===== src/rtl/dx_pkg.sv =====
// Package: shared types for the daisy-chain stage controller.
// Assumes: nothing beyond IEEE 1800-2017.
package dx_pkg;

    // Operating mode of a stage, chosen statically at reset.
    typedef enum logic {
        MODE_SOLO  = 1'b0,
        MODE_CHAIN = 1'b1
    } chain_mode_e;

    // Reset value of a token for a given mode and chain position.
    function automatic logic token_at_reset(chain_mode_e mode, logic follower);
        return (mode == MODE_CHAIN) ? ~follower : 1'b1;
    endfunction

endpackage


===== src/rtl/dx_token_side.sv =====
// Module: one side (write or read) of a chained FIFO stage.
// Grants requests while the side's token is held and the fill level allows it.
// Keeps the storage address, hands the token on with a one-cycle pulse after
// the final location is used, and takes the token back one edge after it
// samples an incoming hand-off pulse.
// Assumes: chain_i is stable while rst_n is high; DEPTH >= 2.
module dx_token_side
    import dx_pkg::*;
#(
    parameter int DEPTH = 16,
    parameter int AW    = $clog2(DEPTH)
) (
    input  logic          clk,
    input  logic          rst_n,
    input  logic          chain_i,
    input  logic          follower_i,
    input  logic          req_i,
    input  logic          room_i,
    input  logic          take_i,
    output logic          fire_o,
    output logic [AW-1:0] addr_o,
    output logic          token_o,
    output logic          pass_o
);

    localparam logic [AW-1:0] LAST_ADDR = AW'(DEPTH - 1);

    logic [AW-1:0] addr_q;
    logic          token_q;
    logic          take_q;
    logic          pass_q;
    logic          at_last;
    chain_mode_e   mode;

    assign mode    = chain_mode_e'(chain_i);
    assign at_last = (addr_q == LAST_ADDR);

    // Grant: a request counts only with the token and room to act.
    assign fire_o = req_i & token_q & room_i;

    // Register the incoming hand-off pulse; ignored outside chain mode.
    always_ff @(posedge clk) begin
        if (!rst_n) take_q <= 1'b0;
        else        take_q <= (mode == MODE_CHAIN) & take_i;
    end

    // Address counter that wraps after the final location.
    always_ff @(posedge clk) begin
        if (!rst_n)      addr_q <= '0;
        else if (fire_o) addr_q <= at_last ? '0 : addr_q + AW'(1);
    end

    // Token ownership: giving it up wins over taking it in the same cycle.
    always_ff @(posedge clk) begin
        if (!rst_n)                      token_q <= token_at_reset(mode, follower_i);
        else if (mode != MODE_CHAIN)     token_q <= 1'b1;
        else if (fire_o && at_last)      token_q <= 1'b0;
        else if (take_q)                 token_q <= 1'b1;
    end

    // Outgoing hand-off pulse, one cycle after the final location is used.
    always_ff @(posedge clk) begin
        if (!rst_n) pass_q <= 1'b0;
        else        pass_q <= (mode == MODE_CHAIN) & fire_o & at_last;
    end

    assign addr_o  = addr_q;
    assign token_o = token_q;
    assign pass_o  = pass_q;

    // Hand-off pulse lasts one cycle (R4 on the write side, R5 on the read side).
    assert_pass_single_cycle_R4: assert property (@(posedge clk) disable iff (!rst_n)
        pass_o |=> !pass_o);

    // While the hand-off pulse is out, the token is no longer held.
    assert_pass_drops_token_R5: assert property (@(posedge clk) disable iff (!rst_n)
        pass_o |-> !token_o);

    // The address moves only after a request made with token and room.
    assert_addr_moves_on_grant_R10: assert property (@(posedge clk) disable iff (!rst_n)
        (addr_o != $past(addr_o)) |-> $past(req_i && token_o && room_i));

    // Stand-alone mode always holds the token.
    assert_solo_holds_token_R8: assert property (@(posedge clk) disable iff (!rst_n)
        !chain_i |-> token_o);

endmodule


===== src/rtl/dx_fill_level.sv =====
// Module: fill counter of one stage.
// Tracks how many locations hold data and derives the full, empty and
// active-low half-full indications from the count.
// Assumes: the grant inputs never ask to write when full or read when empty.
module dx_fill_level #(
    parameter int DEPTH = 16,
    parameter int CW    = $clog2(DEPTH + 1)
) (
    input  logic clk,
    input  logic rst_n,
    input  logic wr_fire_i,
    input  logic rd_fire_i,
    output logic full_o,
    output logic empty_o,
    output logic half_n_o
);

    localparam logic [CW-1:0] FULL_CNT = CW'(DEPTH);
    localparam logic [CW-1:0] HALF_CNT = CW'(DEPTH / 2);

    logic [CW-1:0] count_q;

    // Count up on writes, down on reads, hold when both or neither.
    always_ff @(posedge clk) begin
        if (!rst_n)                       count_q <= '0;
        else if (wr_fire_i && !rd_fire_i) count_q <= count_q + CW'(1);
        else if (rd_fire_i && !wr_fire_i) count_q <= count_q - CW'(1);
    end

    assign full_o   = (count_q == FULL_CNT);
    assign empty_o  = (count_q == '0);
    assign half_n_o = ~(count_q > HALF_CNT);

    // Count stays within the storage size.
    assert_no_overflow_R9: assert property (@(posedge clk) disable iff (!rst_n)
        count_q <= FULL_CNT);

    // Count moves by at most one per cycle.
    assert_count_step_R9: assert property (@(posedge clk) disable iff (!rst_n)
        (count_q == $past(count_q)) ||
        (count_q == $past(count_q) + CW'(1)) ||
        (count_q == $past(count_q) - CW'(1)));

endmodule


===== src/rtl/dx_stage_ctrl.sv =====
// Module: top of the daisy-chain FIFO stage controller.
// Combines a write-side and a read-side token keeper with the fill counter.
// Shares one output pin between the write hand-off pulse (chain mode) and
// the active-low half-full flag (stand-alone mode).
// Assumes: chain_mode_i and chain_follower_i are static and held through reset;
// one clock serves both sides.
module dx_stage_ctrl
    import dx_pkg::*;
#(
    parameter int DEPTH = 16,
    parameter int AW    = $clog2(DEPTH)
) (
    input  logic          clk,
    input  logic          rst_n,
    input  logic          chain_mode_i,
    input  logic          chain_follower_i,
    input  logic          wr_req_i,
    input  logic          rd_req_i,
    input  logic          wtake_i,
    input  logic          rtake_i,
    output logic          wr_fire_o,
    output logic [AW-1:0] wr_addr_o,
    output logic          rd_fire_o,
    output logic [AW-1:0] rd_addr_o,
    output logic          wtoken_o,
    output logic          rtoken_o,
    output logic          full_o,
    output logic          empty_o,
    output logic          wpass_hfn_o,
    output logic          rpass_o
);

    logic wpass;
    logic half_n;
    logic full;
    logic empty;

    // Write side: room means the stage is not full.
    dx_token_side #(.DEPTH(DEPTH), .AW(AW)) wr_side_i (
        .clk        (clk),
        .rst_n      (rst_n),
        .chain_i    (chain_mode_i),
        .follower_i (chain_follower_i),
        .req_i      (wr_req_i),
        .room_i     (~full),
        .take_i     (wtake_i),
        .fire_o     (wr_fire_o),
        .addr_o     (wr_addr_o),
        .token_o    (wtoken_o),
        .pass_o     (wpass)
    );

    // Read side: room means the stage is not empty.
    dx_token_side #(.DEPTH(DEPTH), .AW(AW)) rd_side_i (
        .clk        (clk),
        .rst_n      (rst_n),
        .chain_i    (chain_mode_i),
        .follower_i (chain_follower_i),
        .req_i      (rd_req_i),
        .room_i     (~empty),
        .take_i     (rtake_i),
        .fire_o     (rd_fire_o),
        .addr_o     (rd_addr_o),
        .token_o    (rtoken_o),
        .pass_o     (rpass_o)
    );

    // Fill level shared by both sides.
    dx_fill_level #(.DEPTH(DEPTH)) fill_i (
        .clk       (clk),
        .rst_n     (rst_n),
        .wr_fire_i (wr_fire_o),
        .rd_fire_i (rd_fire_o),
        .full_o    (full),
        .empty_o   (empty),
        .half_n_o  (half_n)
    );

    // Shared pin: hand-off pulse when chained, half-full flag otherwise.
    assign wpass_hfn_o = (chain_mode_e'(chain_mode_i) == MODE_CHAIN) ? wpass : half_n;
    assign full_o      = full;
    assign empty_o     = empty;

    // No read hand-off outside chain mode.
    assert_rpass_only_chained_R8: assert property (@(posedge clk) disable iff (!rst_n)
        rpass_o |-> chain_mode_i);

    // No write granted into a full stage.
    assert_no_write_when_full_R9: assert property (@(posedge clk) disable iff (!rst_n)
        wr_fire_o |-> !full_o);

    // No read granted from an empty stage.
    assert_no_read_when_empty_R9: assert property (@(posedge clk) disable iff (!rst_n)
        rd_fire_o |-> !empty_o);

endmodule


===== config.mk =====
export PLATFORM = sky130hd
export DESIGN_NAME = dx_stage_ctrl
export DESIGN_NICKNAME = d
export VERILOG_FILES = /design/src/rtl/dx_pkg.sv /design/src/rtl/dx_token_side.sv /design/src/rtl/dx_fill_level.sv /design/src/rtl/dx_stage_ctrl.sv
export SDC_FILE = /design/constraint.sdc
export NUM_CORES = 1
export LEC_CHECK = 0
export CORE_ASPECT_RATIO = 0.9
export CORE_MARGIN = 2
export CORE_UTILIZATION = 52
export DETAILED_ROUTE_END_ITERATION = 10
export GPL_ROUTABILITY_DRIVEN = 0
export PLACE_DENSITY_LB_ADDON = 0.15
export RECOVER_POWER = 50
export SLEW_MARGIN = 30
export SYNTH_ARGS = -nofsm -noshare
export SYNTH_HDL_FRONTEND = slang
export SYNTH_SLANG_ARGS = --single-unit

===== constraint.sdc =====
create_clock -name clk -period 5.7 [get_ports clk]
set_input_delay 1.14 -clock clk [delete_from_list [all_inputs] [get_ports clk]]
set_output_delay 1.14 -clock clk [all_outputs]
set_load 0.01 [all_outputs]

==> results of run 1 <==
-- stage by stage --
step / total power [mW] / area, um^2 / hold slack, ps
after global routing: 0.5933 / 1294 / 556.0
after floorplan: 0.3923 / 1022 / 493.2
after global placement: 0.4714 / 1267 / 496.3
final: 0.5484 / 1294 / 538.4
after detailed placement: 0.4816 / 1267 / 508.2
after CTS: 0.5553 / 1297 / 524.2
-- layout by cell type (no fill, tap or decap), types with 4 or more instances in the layout --
master           count
and3_1               4
a21oi_1              6
nand2_1             12
mux2i_1              4
dlygate4sd3_1        6
clkdlybuf4s50_1     17
ha_1                 7
o21ai_0              4
nand3_1              4
nor2_1               5
and2_1               4
dfxtp_1             17
-- flip-flops by register name, summed over array words and instances (netlist names) --
register / count
rd_side_i.pass_o: 1
wr_side_i.addr_o: 4
rd_side_i.token_o: 1
rd_side_i.take_q: 1
wr_side_i.token_o: 1
wr_side_i.take_q: 1
fill_i.count_q: 5
wr_side_i.pass_o: 1
rd_side_i.addr_o: 4
-- area by class of cell --
type / instances / area [um^2]
Tap cell: 25 / 31.28
Sequential cell: 19 / 400.4
Inverter: 4 / 17.52
Clock buffer: 3 / 22.52
Fill cell: 156 / 583.1
Multi-Input combinational cell: 82 / 584.3
Clock inverter: 1 / 7.507
Timing Repair Buffer: 23 / 230.2
-- path summary, 6_finish.rpt --
check / from / to / slack (ps) / depth (start not counted)
max reg2reg: fill_i.count_q[1] / fill_i.count_q[4] / 2950 / 9
min reg2reg: rd_side_i.addr_o[1] / rd_side_i.addr_o[1] / 540 / 2
min: rd_side_i.addr_o[1] / rd_side_i.addr_o[1] / 540 / 2
max: wr_req_i / wr_fire_o / 1550 / 4
-- per-layer routing --
metal	vias to the layer above	share of wire
met4	0	0.011
met2	23	0.48
met1	404	0.46
met3	4	0.045
met5	-	0
li1	438	-
-- power by group --
| group | switching (mW) | internal, mW | total, mW |
|---|---|---|---|
| Clock | 0.0456 | 0.0268 | 0.0724 |
| Combinational | 0.134 | 0.145 | 0.279 |
| Sequential | 0.0383 | 0.159 | 0.197 |
-- kinds of logic after synthesis --
logic type,after synthesis
DFF,19
adders and majority gates,8
and+or+nand+nor,44
buffers and inverters,8
AOI/OAI and AO/OA,23
muxes,4
xor gates and xnor gates,3
-- critical path, stage by stage --
cell	delay (ps)
dlygate4sd3_1	550
nand2_1	60
a21oi_1	590
clkdlybuf4s50_1	670
==> run metrics, run 1 <==
Port Buf Inserts=23; DRT Pass-1 Iters=4; largest family of logic cells by synthesized area=simple AND/OR/NAND/NOR gates; Gate Count Post-Synth=109; Inserted Clock Buffers=3; dominant cells by area after synthesis=dfxtp_1, ha_1, edfxtp_1; Syn Std Cell Area=1022 um^2; initial antenna violation count=0; fraction of layout cells with a size suffix above 1=0.06061; Setup Buffers After CTS=0; worst skew pair latency=310 ps; crit start category=primary input; Cell Rows=15; most common cell in the synthesized netlist=dfxtp_1; CTS Root Cell=clkbuf_4; met2 usage=0.3184; fin cells=157; Synth Warn #=0; Max H-tree Level=1; RSZ-0062 raised after global routing=false; post-CTS resize count=0; Max Cap Violations=0; Ant. Diodes=0; area share of the largest cell type after synthesis=0.3329; part of the Yosys area used for sequential elements=0.3917; Async SR Flop Fraction=0; Worst Tran Pin Value=766.3 ps; DRC Markers=0; vias in the first global route=770; LEAKAGE=0.5297 nW; Post-synth EDFFs=2; crit path DAT=3010 ps; DR vias=869; grt total ovfl=0; Total Routing Usage GR=0.1945; first-pass GRT wire length=3.325 mm; Final TNS setup=0 ps; wire per inst=13.46 um; Mapped Avg Cell Area=9.378 um^2; die width=50.74 um; Initial Util=0.5447; worst clock skew=6.314 ps; Core Util, Final=0.6893; WL final=2.114 mm; max frequency=240.9 MHz; Top FF cell, synth=dfxtp_1; Hold Fails Final Rpt=0; Final WS setup=1549 ps; I/O pin count=24; synthesized net count=125; Die Area=2337 um^2; DP Worst Slack=1912 ps; max-slew violation count=0; height of the die=46.06 um; crit end category=output pin; data required time of the worst path=4560 ps; setup violators final=0; TritonCTS clock tree=yes; Compound-Gate Fraction of Synth Area=0.1677; max_slew headroom=0.4892; outcome=complete, no violations; vias per inst=5.535; Post-Synth Simple-Gate Area=0.2375; met3 Usage GRT=0.06169; Post-Synth Adder-Cell Area=0.1053; final worst-path cycle share=0.7283; post-synthesis register bit count=19; GRT Max-Usage Layer=met2; XOR/XNOR Fraction of Synth Area=0.02570; core area=1877 um^2; M1 GR Usage=0.2409; Period minus WS final=4151 ps; ANT nets after route=0; top cells by count, synth=dfxtp_1, nand2_1, ha_1, a21oi_1, nor2_1; Clock Tree Buf Depth=2; kind of critical path=primary input to output pin; Worst-path clk slew=110 ps; dpl hpwl=1.521 mm; worst vdd ir=0.2678 mV; Pwr Density=423.9 nW/um^2; hold_buf cts=0; clk sinks=19; Area Growth Syn to Fin=26.56%; Final nets=149; Worst Hold Class=register to register; largest net degree at the start of global routing=23; Critical Path Fanout Max=8; # placed instances=153; initial drt markers=13; post-synthesis mux area share=0.03917; post-synthesis cell type count=40; leading area contributor after synthesis=dfxtp_1
Note: power is estimated with default switching activity, not from simulation.
==> run 2: changes to the inputs <==
Settings changed: CORE_UTILIZATION 52 to 43.
Clock period 5.7 ns to 3.4 ns, I/O delays scaled along.
==> run 2 against run 1 <==
  * Via count down 4.3%
  * Sequential cell count unchanged
  * Setup slack got worse by 970 ps
  * Clock power grew 51%
  * Register-to-register slack got worse by 2300 ps
  * First-iteration DRC count shrank 31%
  * Final cell count rose by 1.9%
  * Final area is 0.48% higher
  * Wire length grew 1.3%
  * Power is 68% higher
  * Worst hold slack got worse by 4.7 ps
  * Clock skew decreased by 5.5 ps
  * Critical path type unchanged
==> run metrics, run 2 (synthesis results as in run 1) <==
share of total power in the clock network=0.118 (was 0.132); RSZ-0062 raised after global routing=false (unchanged); worst vdd ir=0.3567 mV (was 0.2678 mV); max frequency=354.7 MHz; Max H-tree Level=1 (unchanged); Initial Util=0.4600 (was 0.5447); LEAKAGE=0.5283 nW (was 0.5297 nW); max-slew violation count=0 (unchanged); fin cells=160 (was 157); Pwr Density=709.2 nW/um^2 (was 423.9 nW/um^2); Period minus WS final=2819 ps; worst clock skew=0.8195 ps (was 6.314 ps); Storage cell area=400.4 um^2 (unchanged); die width=55.40 um (was 50.74 um); Ant. Diodes=0 (unchanged); Cell Rows=16 (was 15); DP Worst Slack=396.3 ps (was 1912 ps); dpl hpwl=1.605 mm (was 1.521 mm); data required time of the worst path=2720 ps (was 4560 ps); Clock Tree Buf Depth=2 (unchanged); outcome=complete, no violations (unchanged); crit start category=primary input (unchanged); core area=2222 um^2 (was 1877 um^2); Inserted Clock Buffers=3 (unchanged); most common cell after layout, fill and taps aside=clkdlybuf4s50_1; initial antenna violation count=0 (unchanged); combinational group share of total power=0.523 (was 0.508); hold_buf cts=0 (unchanged); most frequent cells in the layout=clkdlybuf4s50_1, dfxtp_1, nand2_1 (was dfxtp_1, clkdlybuf4s50_1, nand2_1); DRC Markers=0 (unchanged); Biggest register=fill_i.count_q (unchanged); register share of total power=0.360 (about the same); cell-internal power=561.1 uW (was 331.0 uW); Area Growth Syn to Fin=27.17% (was 26.56%); area of the multi-input gates=588.1 um^2 (was 584.3 um^2); largest net degree at the start of global routing=23 (unchanged); vias in the first global route=872 (was 770); post-CTS resize count=0 (unchanged); I/O pin count=24 (unchanged); setup violators final=0 (unchanged); worst skew pair latency=280 ps (was 310 ps); Final TNS setup=0 ps (unchanged); first-pass GRT wire length=3.767 mm (was 3.325 mm); Fillers=211 (was 156); crit path DAT=2140 ps (was 3010 ps); Critical Path Fanout Max=8 (unchanged); wire per inst=13.38 um (was 13.46 um); P_sw=360.8 uW (was 217.4 uW); kind of critical path=primary input to output pin (unchanged); # placed instances=156 (was 153); TritonCTS clock tree=yes (unchanged); fraction of layout cells with a size suffix above 1=0.06015 (was 0.06061); DR vias=832 (was 869); initial drt markers=9 (was 13); Final nets=150 (was 149); WL final=2.141 mm (was 2.114 mm); clk sinks=19 (unchanged); Final WS setup=580.6 ps (was 1549 ps); grt total ovfl=0 (unchanged); ANT nets after route=0 (unchanged); max FFs per register=5 (unchanged); Max Cap Violations=0 (unchanged); Hold Fails Final Rpt=0 (unchanged); CTS Root Cell=clkbuf_4 (unchanged); Worst Tran Pin Value=835.8 ps (was 766.3 ps); Net Sw Frac=0.3914 (was 0.3964); Setup Buffers After CTS=0 (unchanged); height of the die=50.26 um (was 46.06 um); Worst Hold Class=register to register (unchanged); DRT Pass-1 Iters=4 (unchanged); crit end category=output pin (unchanged); max_slew headroom=0.4428 (was 0.4892); Die Area=2784 um^2 (was 2337 um^2); final worst-path cycle share=0.8292; Port Buf Inserts=23 (unchanged); Total Routing Usage GR=0.1703 (was 0.1945); Worst-path clk slew=100 ps (was 110 ps); vias per inst=5.200 (was 5.535)
==> run 2: worst max-delay path: stages <==
cell	delay, ps
clkdlybuf4s50_1	450
nand2_1	60
a21oi_2	320
clkdlybuf4s50_1	620
==> run 2: power groups by stage <==
stage          Combinational [mW]  Clock (mW)  Sequential (mW)
5_1_grt                     0.548       0.122            0.341
6_report                    0.482       0.109            0.332
4_1_cts                     0.489       0.114            0.332
2_1_floorplan               0.343           0            0.315
3_3_place_gp                0.464           0            0.333
3_5_place_dp                0.485           0            0.336
==> run 2: area by class of cell <==
| cell class | instances | share of cell area |
|---|---|---|
| Clock buffer | 4 | 0.02021 |
| Inverter | 4 | 0.01347 |
| Multi-Input combinational cell | 82 | 0.4524 |
| Sequential cell | 19 | 0.3080 |
| Tap cell | 27 | 0.02599 |
| Timing Repair Buffer | 24 | 0.1800 |
==> run 2: path summary, 6_finish.rpt <==
path,startpoint,depth (start not counted),endpoint,slack (ps)
max,wr_req_i,4,wr_fire_o,580
min,wr_side_i.take_q,1,wr_side_i.token_o,530
max reg2reg,fill_i.count_q[1],9,fill_i.count_q[4],660
min reg2reg,wr_side_i.take_q,1,wr_side_i.token_o,530
==> run 2: stage by stage <==
step / hold WS (ps) / util / power [mW] / instance area, um^2
2_1_floorplan: 493.2 / - / 0.6577 / 1022
3_3_place_gp: 492.8 / 0.5749 / 0.7969 / 1277
3_5_place_dp: 505.4 / 0.5749 / 0.8210 / 1277
4_1_cts: 524.7 / 0.5867 / 0.9341 / 1304
5_1_grt: 570.4 / 0.5850 / 1.011 / 1300
6_report: 533.7 / 0.5850 / 0.9219 / 1300
==> run 2: per-layer routing <==
layer / GRT usage / vias up / share of wire
li1: - / 438 / -
met1: 0.2138 / 376 / 0.48
met2: 0.2956 / 16 / 0.46
met3: 0.03608 / 2 / 0.050
met4: 0.04878 / 0 / 0.0056
met5: 0 / - / 0
==> run 3: changes to the inputs <==
Settings changed: CORE_UTILIZATION 43 to 48.
Clock period 3.4 ns to 2.6 ns, I/O delays scaled along.
==> run 3 against run 2 <==
  * Combinational power rose by 40%
  * Clock skew rose by 6.8 ps
  * Sequential power rose by 33%
  * Critical path depth did not move
  * Setup slack got worse by 530 ps
  * Core utilization rose by 9.4 points
  * Global-route usage rose by 5.6 points
  * Final cell count rose by 0.63%
  * Wire length rose by 10%
  * Critical path type is now register to output pin
  * Largest power group unchanged
  * Highest routed layer unchanged
==> run metrics, run 3 (synthesis results as in run 1) <==
most common cell after layout, fill and taps aside=clkdlybuf4s50_1 (unchanged); clk sinks=19 (unchanged); first-pass GRT wire length=3.884 mm (was 3.767 mm); DR vias=874 (was 832); max-slew violation count=0 (unchanged); largest net degree at the start of global routing=13 (was 23); vias per inst=5.429 (was 5.200); CP max-delay cell=nor4_1 (was clkdlybuf4s50_1); LEAKAGE=0.5379 nW (was 0.5283 nW); crit end category=output pin (unchanged); core area=1971 um^2 (was 2222 um^2); register-to-register setup slack=130 ps (was 660 ps); share of total power in the clock network=0.121 (was 0.118); Initial Util=0.5187 (was 0.4600); P_sw=509.7 uW (was 360.8 uW); Cell Rows=15 (was 16); fraction of layout cells with a size suffix above 1=0.1103 (was 0.06015); Clock Tree Buf Depth=2 (unchanged); Max H-tree Level=1 (unchanged); outcome=complete, no violations (unchanged); die width=52.65 um (was 55.40 um); Worst Tran Pin Value=541.4 ps (was 835.8 ps); Pwr Density=951.1 nW/um^2 (was 709.2 nW/um^2); Total Routing Usage GR=0.2265 (was 0.1703); Worst-path clk slew=110 ps (was 100 ps); Port Buf Inserts=23 (unchanged); Pwr Total=1.273 mW (was 921.9 uW); max FFs per register=5 (unchanged); Hold Fails Final Rpt=0 (unchanged); combinational group share of total power=0.531 (was 0.523); Buf/Inv on CP=2 (unchanged); TritonCTS clock tree=yes (unchanged); Max Cap Violations=0 (unchanged); wire per inst=14.65 um (was 13.38 um); Ant. Diodes=0 (unchanged); vias in the first global route=864 (was 872); data required time of the worst path=2080 ps (was 2720 ps); Net Sw Frac=0.4002 (was 0.3914); ANT nets after route=0 (unchanged); Final nets=153 (was 150); I/O pin count=24 (unchanged); Top Family by Delay on Critical Path=buffers and inverters (unchanged); WL final=2.359 mm (was 2.141 mm); hold_buf cts=0 (unchanged); dpl hpwl=1.699 mm (was 1.605 mm); max_slew headroom=0.6357 (was 0.4428); CTS Root Cell=clkbuf_4 (unchanged); max frequency=392.8 MHz; initial antenna violation count=0 (unchanged); Biggest register=fill_i.count_q (unchanged); cell-internal power=763.7 uW (was 561.1 uW); Period minus WS final=2546 ps; most frequent cells in the layout=clkdlybuf4s50_1, dfxtp_1, nand2_1 (unchanged); crit path DAT=2030 ps (was 2140 ps); Inserted Clock Buffers=3 (unchanged); RSZ-0062 raised after global routing=false (unchanged); setup violators final=0 (unchanged); DP Area=1290 um^2 (was 1277 um^2); Final TNS setup=0 ps (unchanged); DRC Markers=0 (unchanged); register share of total power=0.347 (was 0.360); kind of critical path=register to output pin (was primary input to output pin); height of the die=47.78 um (was 50.26 um); Critical Path Fanout Max=7 (was 8); CP max stage delay=520 ps (was 620 ps); crit start category=register (was primary input); fin area=1339 um^2 (was 1300 um^2); DRT Pass-1 Iters=4 (unchanged); Die Area=2515 um^2 (was 2784 um^2); Area Growth Syn to Fin=30.97% (was 27.17%); worst vdd ir=0.4922 mV (was 0.3567 mV); Fillers=170 (was 211); final worst-path cycle share=0.9792; initial drt markers=14 (was 9); Cell Chain, Critical Path=nor4_1 > a21oi_2 > buf_4 > clkdlybuf4s50_1 (was clkdlybuf4s50_1 > nand2_1 > a21oi_2 > clkdlybuf4s50_1); worst clock skew=7.579 ps (was 0.8195 ps); Worst Hold Class=register to register (unchanged); grt total ovfl=0 (unchanged); worst skew pair latency=310 ps (was 280 ps)
[run 3: final cells by class]
| cell class | count | area (um^2) | share of cell area |
|---|---|---|---|
| multi-input combinational | 82 | 603.1 | 0.4505 |
| sequential | 19 | 405.4 | 0.3028 |
| timing repair buffer | 27 | 255.2 | 0.1907 |
| tap | 25 | 31.28 | 0.02336 |
| clock buffer | 4 | 26.28 | 0.01963 |
| inverter | 4 | 17.52 | 0.01308 |
[run 3: layer usage]
metal,share of wire,vias to the layer above,global-route usage
met2,0.48,19,0.3975
met4,0.028,0,0.1385
met5,0,-,0
li1,-,443,-
met3,0.029,7,0.05625
met1,0.46,405,0.2539
[run 3: power by group through the flow]
stage	sequential (mW)	combinational (mW)	clock (mW)
after global placement	0.437	0.618	0
after detailed placement	0.442	0.652	0
after global routing	0.452	0.754	0.173
final	0.442	0.677	0.154
after CTS	0.442	0.672	0.164
after floorplan	0.412	0.448	0
[run 3: worst paths after layout]
| check | to | startpoint | cells past startpoint |
|---|---|---|---|
| max | wr_fire_o | fill_i.count_q[1] | 4 |
| min | wr_side_i.token_o | wr_side_i.take_q | 1 |
| max reg2reg | fill_i.count_q[4] | fill_i.count_q[1] | 9 |
| min reg2reg | wr_side_i.token_o | wr_side_i.take_q | 1 |
[run 3: stage by stage]
step           hold WS (ps)  worst slack (ps)    util  instances
6_report              524.4             54.07  0.6794        161
3_5_place_dp          499.4            -28.27  0.6546        156
3_3_place_gp          499.6             123.3  0.6546        156
5_1_grt               547.2             14.51  0.6794        161
4_1_cts               525.2             16.18  0.6768        161
2_1_floorplan         493.2             142.4       -        109
[run 3: timing repair]
action / CTS / global route
setup buffers: 1 / 0
resized for setup: 6 / 3
setup endpoints to repair: 2 / 1
